===== src/rtl/sat_pkg.sv =====
package sat_pkg;
  typedef enum logic [2:0] {
    REG_COUNT = 3'd0,
    REG_MATCH = 3'd1,
    REG_LOAD  = 3'd2,
    REG_CTRL  = 3'd3,
    REG_MASK  = 3'd4,
    REG_RAW   = 3'd5,
    REG_MSTAT = 3'd6,
    REG_CLEAR = 3'd7
  } reg_idx_e;

  localparam int unsigned IDX_LSB = 2;
  localparam int unsigned IDX_W   = 3;
endpackage


===== src/rtl/sat_prescaler.sv =====
module sat_prescaler #(
  parameter int unsigned WIDTH = 15
) (
  input  logic clk_i,
  input  logic rst_ni,
  input  logic run_i,
  input  logic restart_i,
  output logic adv_o
);
  localparam logic [WIDTH-1:0] LAST = '1;
  logic [WIDTH-1:0] cnt_q;

  assign adv_o = run_i && !restart_i && (cnt_q == LAST);

  always_ff @(posedge clk_i or negedge rst_ni) begin
    if (!rst_ni)        cnt_q <= '0;
    else if (restart_i) cnt_q <= '0;
    else if (run_i)     cnt_q <= cnt_q + {{(WIDTH-1){1'b0}}, 1'b1};
  end
endmodule


===== src/rtl/sat_counter.sv =====
module sat_counter #(
  parameter int unsigned WIDTH = 32
) (
  input  logic             clk_i,
  input  logic             rst_ni,
  input  logic             adv_i,
  input  logic             load_i,
  input  logic [WIDTH-1:0] load_val_i,
  output logic [WIDTH-1:0] count_o,
  output logic [WIDTH-1:0] next_o,
  output logic             upd_o
);
  logic [WIDTH-1:0] count_q;

  assign upd_o = adv_i | load_i;

  always_comb begin
    next_o = count_q;
    if (load_i)     next_o = load_val_i;
    else if (adv_i) next_o = count_q + {{(WIDTH-1){1'b0}}, 1'b1};
  end

  always_ff @(posedge clk_i or negedge rst_ni) begin
    if (!rst_ni)    count_q <= '0;
    else if (upd_o) count_q <= next_o;
  end

  assign count_o = count_q;
endmodule


===== src/rtl/sat_alarm.sv =====
module sat_alarm #(
  parameter int unsigned WIDTH = 32
) (
  input  logic             clk_i,
  input  logic             rst_ni,
  input  logic             upd_i,
  input  logic [WIDTH-1:0] next_i,
  input  logic [WIDTH-1:0] match_i,
  input  logic             mask_i,
  input  logic             clr_i,
  output logic             raw_o,
  output logic             set_o,
  output logic             irq_o
);
  logic raw_q;

  // only an update of the count arms the alarm, not a match write
  assign set_o = upd_i && (next_i == match_i);

  always_ff @(posedge clk_i or negedge rst_ni) begin
    if (!rst_ni) raw_q <= 1'b0;
    else         raw_q <= set_o | (raw_q & ~clr_i);
  end

  assign raw_o = raw_q;
  assign irq_o = raw_q & mask_i;
endmodule


===== src/rtl/sec_alarm_timer.sv =====
module sec_alarm_timer
  import sat_pkg::*;
#(
  parameter int unsigned ADDR_W     = 12,
  parameter int unsigned DATA_W     = 32,
  parameter int unsigned PRESCALE_W = 15
) (
  input  logic              clk_i,
  input  logic              rst_ni,
  input  logic              tick_en_i,
  input  logic              psel_i,
  input  logic              penable_i,
  input  logic              pwrite_i,
  input  logic [ADDR_W-1:0] paddr_i,
  input  logic [DATA_W-1:0] pwdata_i,
  output logic [DATA_W-1:0] prdata_o,
  output logic              irq_o
);
  localparam int unsigned DEC_MSB = IDX_LSB + IDX_W;

  logic              mapped, wr;
  reg_idx_e          idx;
  logic              load_wr, clr_wr;
  logic [DATA_W-1:0] match_q, load_q;
  logic              en_q, mask_q;
  logic              adv, upd, raw, alarm_set;
  logic [DATA_W-1:0] count, count_nxt;

  assign mapped  = (paddr_i[ADDR_W-1:DEC_MSB] == '0) && (paddr_i[IDX_LSB-1:0] == '0);
  assign idx     = reg_idx_e'(paddr_i[DEC_MSB-1:IDX_LSB]);
  assign wr      = psel_i && penable_i && pwrite_i && mapped;
  assign load_wr = wr && (idx == REG_LOAD);
  assign clr_wr  = wr && (idx == REG_CLEAR) && pwdata_i[0];

  always_ff @(posedge clk_i or negedge rst_ni) begin
    if (!rst_ni) begin
      match_q <= '0;
      load_q  <= '0;
      en_q    <= 1'b0;
      mask_q  <= 1'b0;
    end else if (wr) begin
      case (idx)
        REG_MATCH: match_q <= pwdata_i;
        REG_LOAD:  load_q  <= pwdata_i;
        REG_CTRL:  en_q    <= pwdata_i[0];
        REG_MASK:  mask_q  <= pwdata_i[0];
        default: ;
      endcase
    end
  end

  sat_prescaler #(.WIDTH(PRESCALE_W)) u_presc (
    .clk_i     (clk_i),
    .rst_ni    (rst_ni),
    .run_i     (en_q & tick_en_i),
    .restart_i (load_wr),
    .adv_o     (adv)
  );

  sat_counter #(.WIDTH(DATA_W)) u_cnt (
    .clk_i      (clk_i),
    .rst_ni     (rst_ni),
    .adv_i      (adv),
    .load_i     (load_wr),
    .load_val_i (pwdata_i),
    .count_o    (count),
    .next_o     (count_nxt),
    .upd_o      (upd)
  );

  sat_alarm #(.WIDTH(DATA_W)) u_alarm (
    .clk_i   (clk_i),
    .rst_ni  (rst_ni),
    .upd_i   (upd),
    .next_i  (count_nxt),
    .match_i (match_q),
    .mask_i  (mask_q),
    .clr_i   (clr_wr),
    .raw_o   (raw),
    .set_o   (alarm_set),
    .irq_o   (irq_o)
  );

  always_comb begin
    prdata_o = '0;
    if (mapped) begin
      unique case (idx)
        REG_COUNT: prdata_o = count;
        REG_MATCH: prdata_o = match_q;
        REG_LOAD:  prdata_o = load_q;
        REG_CTRL:  prdata_o[0] = en_q;
        REG_MASK:  prdata_o[0] = mask_q;
        REG_RAW:   prdata_o[0] = raw;
        REG_MSTAT: prdata_o[0] = irq_o;
        REG_CLEAR: prdata_o = '0;
      endcase
    end
  end
endmodule


===== config.mk =====
export PLATFORM = sky130hd
export DESIGN_NAME = sec_alarm_timer
export DESIGN_NICKNAME = d
export VERILOG_FILES = /design/src/rtl/sat_pkg.sv /design/src/rtl/sat_prescaler.sv /design/src/rtl/sat_counter.sv /design/src/rtl/sat_alarm.sv /design/src/rtl/sec_alarm_timer.sv
export SDC_FILE = /design/constraint.sdc
export NUM_CORES = 1
export LEC_CHECK = 0
export BUFFER_PORTS_ARGS = -buffer_cell sky130_fd_sc_hd__buf_2
export CAP_MARGIN = 25
export CORE_ASPECT_RATIO = 0.7
export CORE_UTILIZATION = 40
export CTS_CLUSTER_DIAMETER = 120
export DETAILED_ROUTE_END_ITERATION = 16
export PLACE_DENSITY_LB_ADDON = 0.1
export SLEW_MARGIN = 20
export SYNTH_ARGS = -nofsm -noshare
export SYNTH_HDL_FRONTEND = slang
export SYNTH_HIERARCHICAL = 1
export SYNTH_SLANG_ARGS = --single-unit

===== constraint.sdc =====
create_clock -name clk_i -period 8.45 [get_ports clk_i]
set_input_delay 0.4225 -clock clk_i [delete_from_list [all_inputs] [get_ports clk_i]]
set_output_delay 0.4225 -clock clk_i [all_outputs]
set_load 0.02 [all_outputs]

# Word-level counts from Yosys, hierarchy flattened
# Index checks and enable logic that the tools add are counted.
word_totals:
  register_bits: 114
classes:
  eq_ne: 9
  n_mux: 7
  n_addsub: 2
  reduce_logical: 19
  n_bitwise: 6
ops:
  columns: ["op", "count"]
  rows:
  - ["$mux 32", 3]
  - ["$pmux 31 s3", 1]
  - ["$add 32x1->32 const B", 1]
  - ["$eq 32x32->1", 1]
  - ["$mux 15", 2]
  - ["$add 15x1->15 const B", 1]
  - ["$eq 15x15->1 const B", 1]
  - ["$eq 3x3->1 const B", 4]
  - ["$logic_and 1x1->1", 10]
  - ["$pmux 1 s8", 1]
  - ["$reduce_and 2->1", 4]
  - ["$logic_not 7->1", 1]
  - ["$eq 3x2->1 const B", 2]
  - ["$and 1x1->1", 3]
  - ["$eq 3x1->1 const B", 1]
  - ["$logic_not 3->1", 1]
  - ["$logic_not 2->1", 1]
  - ["$or 1x1->1", 2]
  - ["$reduce_bool 2->1", 1]
  - ["$logic_not 1->1", 1]
  - ["$not 1->1", 1]

# Longest topological paths before layout
# Gate-level depths: netlist of the first run.
logic_depth:
  ltp_word: 12
  depth_mapped: 18
  ltp_nobuf: 14

# By module
# The synthesis of the first run kept the hierarchy.
by_module_without_submodules:
  columns: ["module", "seq_area_each_um2", "instances", "cells_per_inst", "area_each_um2"]
  rows:
  - ["sec_alarm_timer", 1651.6, 1, 316, 3585.9]
  - ["sat_counter", 800.8, 1, 233, 1983.2]
  - ["sat_prescaler", 375.4, 1, 78, 799.5]
  - ["sat_alarm", 25.0, 1, 48, 395.4]

# Worst setup path after synthesis of the first run
# Ideal clock, no wire load.
synth_timing:
  path_kind: "input-to-reg"
  startpoint: "input port paddr_i[3]"
  endpoint: "register u_alarm.raw_q, in the netlist u_alarm/raw_o"
  slack_ps: 4479
  stages: 18
  arrival_ps: 3875
  setup_ps: 95
  cell_sequence: "buf_2 > buf_1 > nand2b_1 > nor4_1 > clkbuf_1 > nand2b_1 > nor2_1 > buf_4 > and4_4 > and4_1 > buf_6 > nand4_1 > xor2_1 > o21ai_0 > xor2_1 > nor4_1 > nand4_1 > o31ai_1"
synth_between:
  elab_chain_len: 10
  word_cells_on_any_way: 16
  cone_classes: "3 x eq/ne; 2 x mux; 4 x bitwise; 7 x reduce/logical"
synth_lines:
  columns: ["element", "line", "source"]
  rows:
  - ["from (decl)", "sec_alarm_timer.sv:14", "input logic [ADDR_W-1:0] paddr_i,"]
  - ["$eq 3x2->1", "sec_alarm_timer.sv:32", "assign load_wr = wr && (idx == REG_LOAD);"]
  - ["$logic_and 1x1->1", "sec_alarm_timer.sv:32", null]
  - ["via load_wr", "sec_alarm_timer.sv:23", "logic load_wr, clr_wr;"]
  - ["$logic_not 1->1", "sat_prescaler.sv:13", "assign adv_o = run_i && !restart_i && (cnt_q == LAST);"]
  - ["$logic_and 1x1->1 (2 in series)", "sat_prescaler.sv:13", null]
  - ["via adv", "sec_alarm_timer.sv:26", "logic adv, upd, raw, alarm_set;"]
  - ["$mux 32", "sat_counter.sv:20", "else if (adv_i) next_o = count_q + {{(WIDTH-1){1'b0}}, 1'b1};"]
  - ["$mux 32", "sat_counter.sv:19", "if (load_i) next_o = load_val_i;"]
  - ["via count_nxt[29]", "sec_alarm_timer.sv:27", "logic [DATA_W-1:0] count, count_nxt;"]
  - ["$eq 32x32->1", "sat_alarm.sv:18", "assign set_o = upd_i && (next_i == match_i);"]
  - ["$logic_and 1x1->1", "sat_alarm.sv:18", null]
  - ["$or 1x1->1", "sat_alarm.sv:22", "else raw_q <= set_o | (raw_q & ~clr_i);"]
  - ["to (signal assigned)", "sat_alarm.sv:22", null]
  - ["to (decl)", "sat_alarm.sv:15", "logic raw_q;"]
# The timed path passes the listed nets, and every way through them passes these cells.
# A chain may end at the register's enable or synchronous reset.

# Worst setup path in the final report of the first run
layout_timing:
  startpoint: "input port paddr_i[2]"
  endpoint: "register u_alarm.raw_q, in the netlist u_alarm/raw_o"
# The elaborated chain is that of the path after synthesis.

==> metrics.log, run 1 <==
[metrics] level count of the clock H-tree: 4
[metrics] signed area change from the synthesized netlist to the final layout: 17.3%
[metrics] total standard cell area after synthesis: 6760 um^2
[metrics] cell chosen for the clock root: clkbuf_16
[metrics] die span in y: 111 um
[metrics] reg-to-reg startpoint: en_q
[metrics] count of inserted antenna diode cells: 0
[metrics] startpoint type of the worst setup path: primary input
[metrics] largest voltage drop on the vdd net: 0.0763 mV
[metrics] placement row count: 39
[metrics] post-CTS clock slew at the launch and capture registers of the worst setup and hold paths: 0.06 ns
[metrics] number of top-level design ports: 83
[metrics] placeable core area: 16400 um^2
[metrics] fin crit share: 0.523
[metrics] f_max: 226 MHz
[metrics] buffers from clock root to sink, at most: 2
[metrics] worst setup path class: in -> reg
[metrics] slew at the pin closest to its max-slew limit: 0.900 ns
[metrics] Final Critical Period: 4.42 ns
[metrics] synthesized net count: 726
[metrics] number of warnings issued by yosys: 6
[metrics] Arr. time, crit path: 4.75 ns
[metrics] overall overflow remaining after global route: 0
[metrics] Pwr Total: 1.35 mW
[metrics] leakage power figure: 3.84 nW
[metrics] endpoint of the worst-slack reg-to-reg timing path: u_alarm/raw_o
[metrics] result of the run: finished, final reports clean
[metrics] Final Hold Viols: 0
[metrics] worst r2r path cells: 13
[metrics] Detailed Route Iter0 Violations: 419
[metrics] Max transition margin: 0.399
[metrics] CTS tree: yes
[metrics] Die X-Extent: 157 um
[metrics] Post-CTS Repair Setup Buffers: 0
[metrics] Clock Skews: 0.00827 ns
[metrics] post-route insts no fill: 981
[metrics] quantity of gates resized following cts: 0
[metrics] CTS hold repair buffers: 0
[metrics] clk sink count: 114
[metrics] weighted congestion at the end of routability-driven global placement: 0.828
[metrics] length of the first detailed-routing pass in iterations: 5
[metrics] Setup violations, final: 0
[metrics] antenna-violating nets left: 0
[metrics] Post-Synthesis Cells: 674
[metrics] total global-route track usage: 0.225
[metrics] placed instance count: 949
[metrics] max-cap violation count: 0
[metrics] setup tns final: 0 ns
[metrics] Slew Viols, Final: 0
[metrics] via/cell ratio: 5.49
[metrics] FF-to-FF setup slack: 4.09 ns
[metrics] routed len/inst: 18.7 um
[metrics] fraction of final layout cells with drive strength greater than 1: 0.238
[metrics] kind of capture point of the worst setup path: register
[metrics] initial standard-cell utilization of the core: 0.412
[metrics] initial antenna violation count: 0
[metrics] required time at the endpoint of the critical path: 8.78 ns
[metrics] Die Footprint: 17400 um^2
[metrics] type of the most critical hold path: in -> async
[metrics] power density over cell area: 171 nW/um^2
[metrics] via count of the first global-routing pass: 5318
[metrics] Port-buffer cells: 82
[metrics] via count of the routed design: 5386
[metrics] maximum number of pins on one net before global-route repair: 106
[metrics] Detail Placement HPWL: 12600 um
[metrics] global-route wire length before repair: 29600 um
[metrics] CP Max Fanout: 105
[metrics] Clock Latency Late Sink: 0.42 ns
[metrics] setup repair after global routing missed its margin: false
[metrics] average size of a mapped cell: 10.0 um^2
[metrics] total number of nets in the final design: 795
[metrics] total CTS buffers: 17
[metrics] number of DRC violations after detailed routing: 0
[metrics] DRT Wirelength: 18300 um
[where the power goes]
part | switching, mW | internal (mW)
Sequential | 0.000740 | 0.547
Clock | 0.269 | 0.486
Combinational | 0.0366 | 0.0158
[layer usage]
layer | vias to the layer above | track usage | part of all wire
li1 | 2555 | - | -
met3 | 18 | 0.0516 | 0.053
met2 | 137 | 0.309 | 0.41
met5 | - | 0 | 0
met1 | 2676 | 0.346 | 0.52
met4 | 0 | 0.0615 | 0.011
[worst max-delay path, stage by stage]
cell      delay [ns]
buf_2           0.58
nand2b_1        0.22
nor4_2          0.07
buf_4           0.38
nand2b_1        0.29
nor2_1          0.41
and4_4          0.33
and4_1          0.50
nand4_1         0.18
xor2_1          0.19
o21ai_0         0.11
xor2_1          0.22
nor4_1          0.43
nand4_1         0.13
o31ai_1         0.24
[how the worst max path moves through the flow]
stage / from / to / slack, ns / depth (start not counted)
floorplan: paddr_i[3] / u_alarm/raw_o / 4.51 / 18
global placement: paddr_i[3] / u_alarm/raw_o / 3.77 / 16
detailed placement: paddr_i[3] / u_alarm/raw_o / 3.57 / 16
CTS: paddr_i[3] / u_alarm/raw_o / 4.02 / 16
global route: paddr_i[2] / u_alarm/raw_o / 3.67 / 15
finish: paddr_i[2] / u_alarm/raw_o / 4.03 / 15
[flip-flops by register name, summed over array words and instances, names as in the netlist]
| signal | flops |
|---|---|
| load_q | 32 |
| match_q | 32 |
| u_cnt/count_o | 32 |
| u_presc/cnt_q | 15 |
| en_q | 1 |
| mask_q | 1 |
| u_alarm/raw_o | 1 |
[layout make-up]
cell class	count	area [um^2]
Tap cell	225	282
Timing Repair Buffer	88	458
Sequential cell	114	2850
Fill cell	1558	8470
Inverter	5	18.8
Clock inverter	12	156
Clock buffer	20	467
Multi-Input combinational cell	517	3700
[cells in the final DEF (no fill, tap or decap), types with 5 or more instances in the layout]
master and count:
dfrtp_1 114, buf_2 81, nand2_1 72, o21ai_0 62
mux2_1 60, xor2_1 51, a21oi_1 39, mux2i_1 35
or2_2 33, nand4_1 20, nor4_1 17, clkbuf_16 17
nor2_1 16, nand3_1 14, xnor2_1 14, mux2_2 13
clkinvlp_4 7, buf_4 7, and3_1 7, and2_1 6
or4_1 6, or3_1 6, o31ai_1 5
[metrics by stage]
stage	cell area [um^2]	utilization	setup slack (ns)	hold slack, ns
final	7930	0.484	4.03	0.0877
after global routing	7930	0.484	3.67	0.158
after CTS	7930	0.484	4.02	0.125
after global placement	7310	0.446	3.77	0.467
after detailed placement	7310	0.446	3.57	0.476
after floorplan	6760	-	4.51	0.127
Note: power is estimated with default switching activity, not from simulation.
==> inputs of run 2 (changes only) <==
==> constraint.sdc (replaced) <==
create_clock -name clk_i -period 4.6 [get_ports clk_i]
set_input_delay 0.23 -clock clk_i [delete_from_list [all_inputs] [get_ports clk_i]]
set_output_delay 0.23 -clock clk_i [all_outputs]
set_load 0.02 [all_outputs]
==> metrics.log, run 2 (synthesized netlist as in run 1, its figures left out) <==
[metrics] DRT Wirelength: 18400 um (+0.35%)
[metrics] number of cells on the worst hold path: 2
[metrics] weighted congestion at the end of routability-driven global placement: 0.814 (-1.7%)
[metrics] pre-CTS setup slack: 0.535 ns (-3.03 ns)
[metrics] Detail Placement HPWL: 12200 um (-3.0%)
[metrics] CTS tree: yes
[metrics] total global-route track usage: 0.222 (-0.00226)
[metrics] initial standard-cell utilization of the core: 0.412 (unchanged)
[metrics] level count of the clock H-tree: 4 (unchanged)
[metrics] placeable core area: 16400 um^2 (unchanged)
[metrics] Final Critical Period: 4.16 ns
[metrics] largest voltage drop on the vdd net: 0.171 mV (+120%)
[metrics] via count of the first global-routing pass: 5238 (-1.5%)
[metrics] setup repair after global routing missed its margin: false
[metrics] clk sink count: 114 (unchanged)
[metrics] Fillers: 1583 (+1.6%)
[metrics] Clock Skews: 0.0145 ns (+0.00626 ns)
[metrics] initial antenna violation count: 0 (unchanged)
[metrics] placed cell area: 7320 um^2 (+0.21%)
[metrics] Arr. time, crit path: 4.46 ns (-0.29 ns)
[metrics] Post-CTS Repair Setup Buffers: 0 (unchanged)
[metrics] overall overflow remaining after global route: 0 (unchanged)
[metrics] routed len/inst: 18.7 um (about the same)
[metrics] post-CTS clock slew at the launch and capture registers of the worst setup and hold paths: 0.06 ns (about the same)
[metrics] antenna-violating nets left: 0 (unchanged)
[metrics] post-route insts no fill: 984 (+0.31%)
[metrics] signed area change from the synthesized netlist to the final layout: 17.3% (unchanged)
[metrics] power density over cell area: 302 nW/um^2 (+77%)
[metrics] cell area after layout: 7930 um^2 (unchanged)
[metrics] number of DRC violations after detailed routing: 0 (unchanged)
[metrics] type of the most critical hold path: in -> reg
[metrics] leakage power figure: 3.87 nW (+0.70%)
[metrics] via count of the routed design: 5372 (-0.26%)
[metrics] fraction of final layout cells with drive strength greater than 1: 0.237 (-0.000941)
[metrics] count of inserted antenna diode cells: 0 (unchanged)
[metrics] buffers from clock root to sink, at most: 2 (unchanged)
[metrics] slew at the pin closest to its max-slew limit: 0.900 ns (+0.000668 ns)
[metrics] die span in y: 111 um (unchanged)
[metrics] most common library cell in the layout ignoring fill and taps: dfrtp_1
[metrics] Max transition margin: 0.400 (+0.000826)
[metrics] global-route wire length before repair: 29400 um (-0.63%)
[metrics] required time at the endpoint of the critical path: 4.90 ns (-3.88 ns)
[metrics] Post-Route Utilization: 0.484 (unchanged)
[metrics] Final Hold Viols: 0 (unchanged)
[metrics] worst setup path class: reg -> reg
[metrics] placed instance count: 951 (+0.21%)
[metrics] startpoint type of the worst setup path: register
[metrics] Slew Viols, Final: 0 (unchanged)
[metrics] Die X-Extent: 157 um (unchanged)
[metrics] CP Max Fanout: 10 (-90%)
[metrics] Port-buffer cells: 82 (unchanged)
[metrics] max-cap violation count: 0 (unchanged)
[metrics] Setup WS post-layout: 0.437 ns (-3.60 ns)
[metrics] quantity of gates resized following cts: 0 (unchanged)
[metrics] f_max: 240 MHz
[metrics] via/cell ratio: 5.46 (-0.56%)
[metrics] CTS hold repair buffers: 0 (unchanged)
[metrics] maximum number of pins on one net before global-route repair: 105 (-0.94%)
[metrics] Die Footprint: 17400 um^2 (unchanged)
[metrics] Pwr Total: 2.40 mW (+77%)
[metrics] result of the run: finished, final reports clean
[metrics] number of top-level design ports: 83 (unchanged)
[metrics] Setup violations, final: 0 (unchanged)
[metrics] length of the first detailed-routing pass in iterations: 5 (unchanged)
[metrics] total number of nets in the final design: 799 (+0.50%)
[metrics] commonest cells after routing, fill and taps aside: dfrtp_1, buf_2, nand2_1
[metrics] final worst hold slack: 0.0611 ns (-0.0266 ns)
[metrics] placement row count: 39 (unchanged)
[metrics] worst r2r path cells: 13 (unchanged)
[metrics] Clock Latency Late Sink: 0.42 ns (about the same)
[metrics] cell chosen for the clock root: clkbuf_16
[metrics] fin crit share: 0.905
[metrics] Detailed Route Iter0 Violations: 340 (-19%)
[metrics] kind of capture point of the worst setup path: register
[metrics] total CTS buffers: 17 (unchanged)
[metrics] setup tns final: 0 ns (unchanged)
[run 2: cell count changes in the layout (fill, tap and decap cells not counted), moves of 2 or more]
| cell | previous run | this run |
|---|---|---|
| clkinv_2 | 1 | 5 |
| clkbuf_1 | 0 | 2 |
| clkinvlp_4 | 7 | 1 |
| buf_4 | 7 | 9 |
[run 2: per-layer routing]
metal	routed length, um	vias up	track usage
met4	222	0	0.0667
met5	0	-	0
met2	7760	162	0.309
met1	9200	2621	0.339
met3	1210	20	0.0493
li1	-	2569	-
[run 2: critical path, cell delays in order, from the launching register on]
cell     delay (ns)
dfrtp_1        0.36
and2_1         0.30
nand4_4        0.22
or4_4          0.59
nor2_1         0.19
and4_4         0.28
and4_1         0.53
nand4_4        0.18
or3_1          0.41
a31oi_1        0.22
xor2_1         0.10
nor4_1         0.30
nand3_1        0.12
o31ai_1        0.26
[run 2: report_power, final]
group          internal (mW)  leakage [nW]  switching [mW]
Sequential              1.00          1.58         0.00130
Clock                  0.818         0.282           0.470
Combinational         0.0325          2.01          0.0689
[run 2: layout make-up]
| cell class | count | area [um^2] | share of cell area |
|---|---|---|---|
| repair buffers | 92 | 510 | 0.0644 |
| flip-flops and latches | 114 | 2850 | 0.360 |
| clock buffers | 21 | 460 | 0.0581 |
| inverters | 5 | 18.8 | 0.00237 |
| multi-input cells | 517 | 3700 | 0.466 |
| clock inverters | 10 | 110 | 0.0139 |
| well taps | 225 | 282 | 0.0355 |
[run 2: path summary, 6_finish.rpt]
| path | startpoint | end | slack, ns |
|---|---|---|---|
| setup / recovery | en_q | u_alarm/raw_o | 0.44 |
| hold / removal | pwdata_i[5] | load_q[5] | 0.06 |
| setup reg to reg | en_q | u_alarm/raw_o | 0.44 |
| hold reg to reg | load_q[10] | load_q[10] | 0.49 |
| max in group asynchronous | rst_ni | u_alarm/raw_o | 3.15 |
| min in group asynchronous | rst_ni | match_q[19] | 0.26 |
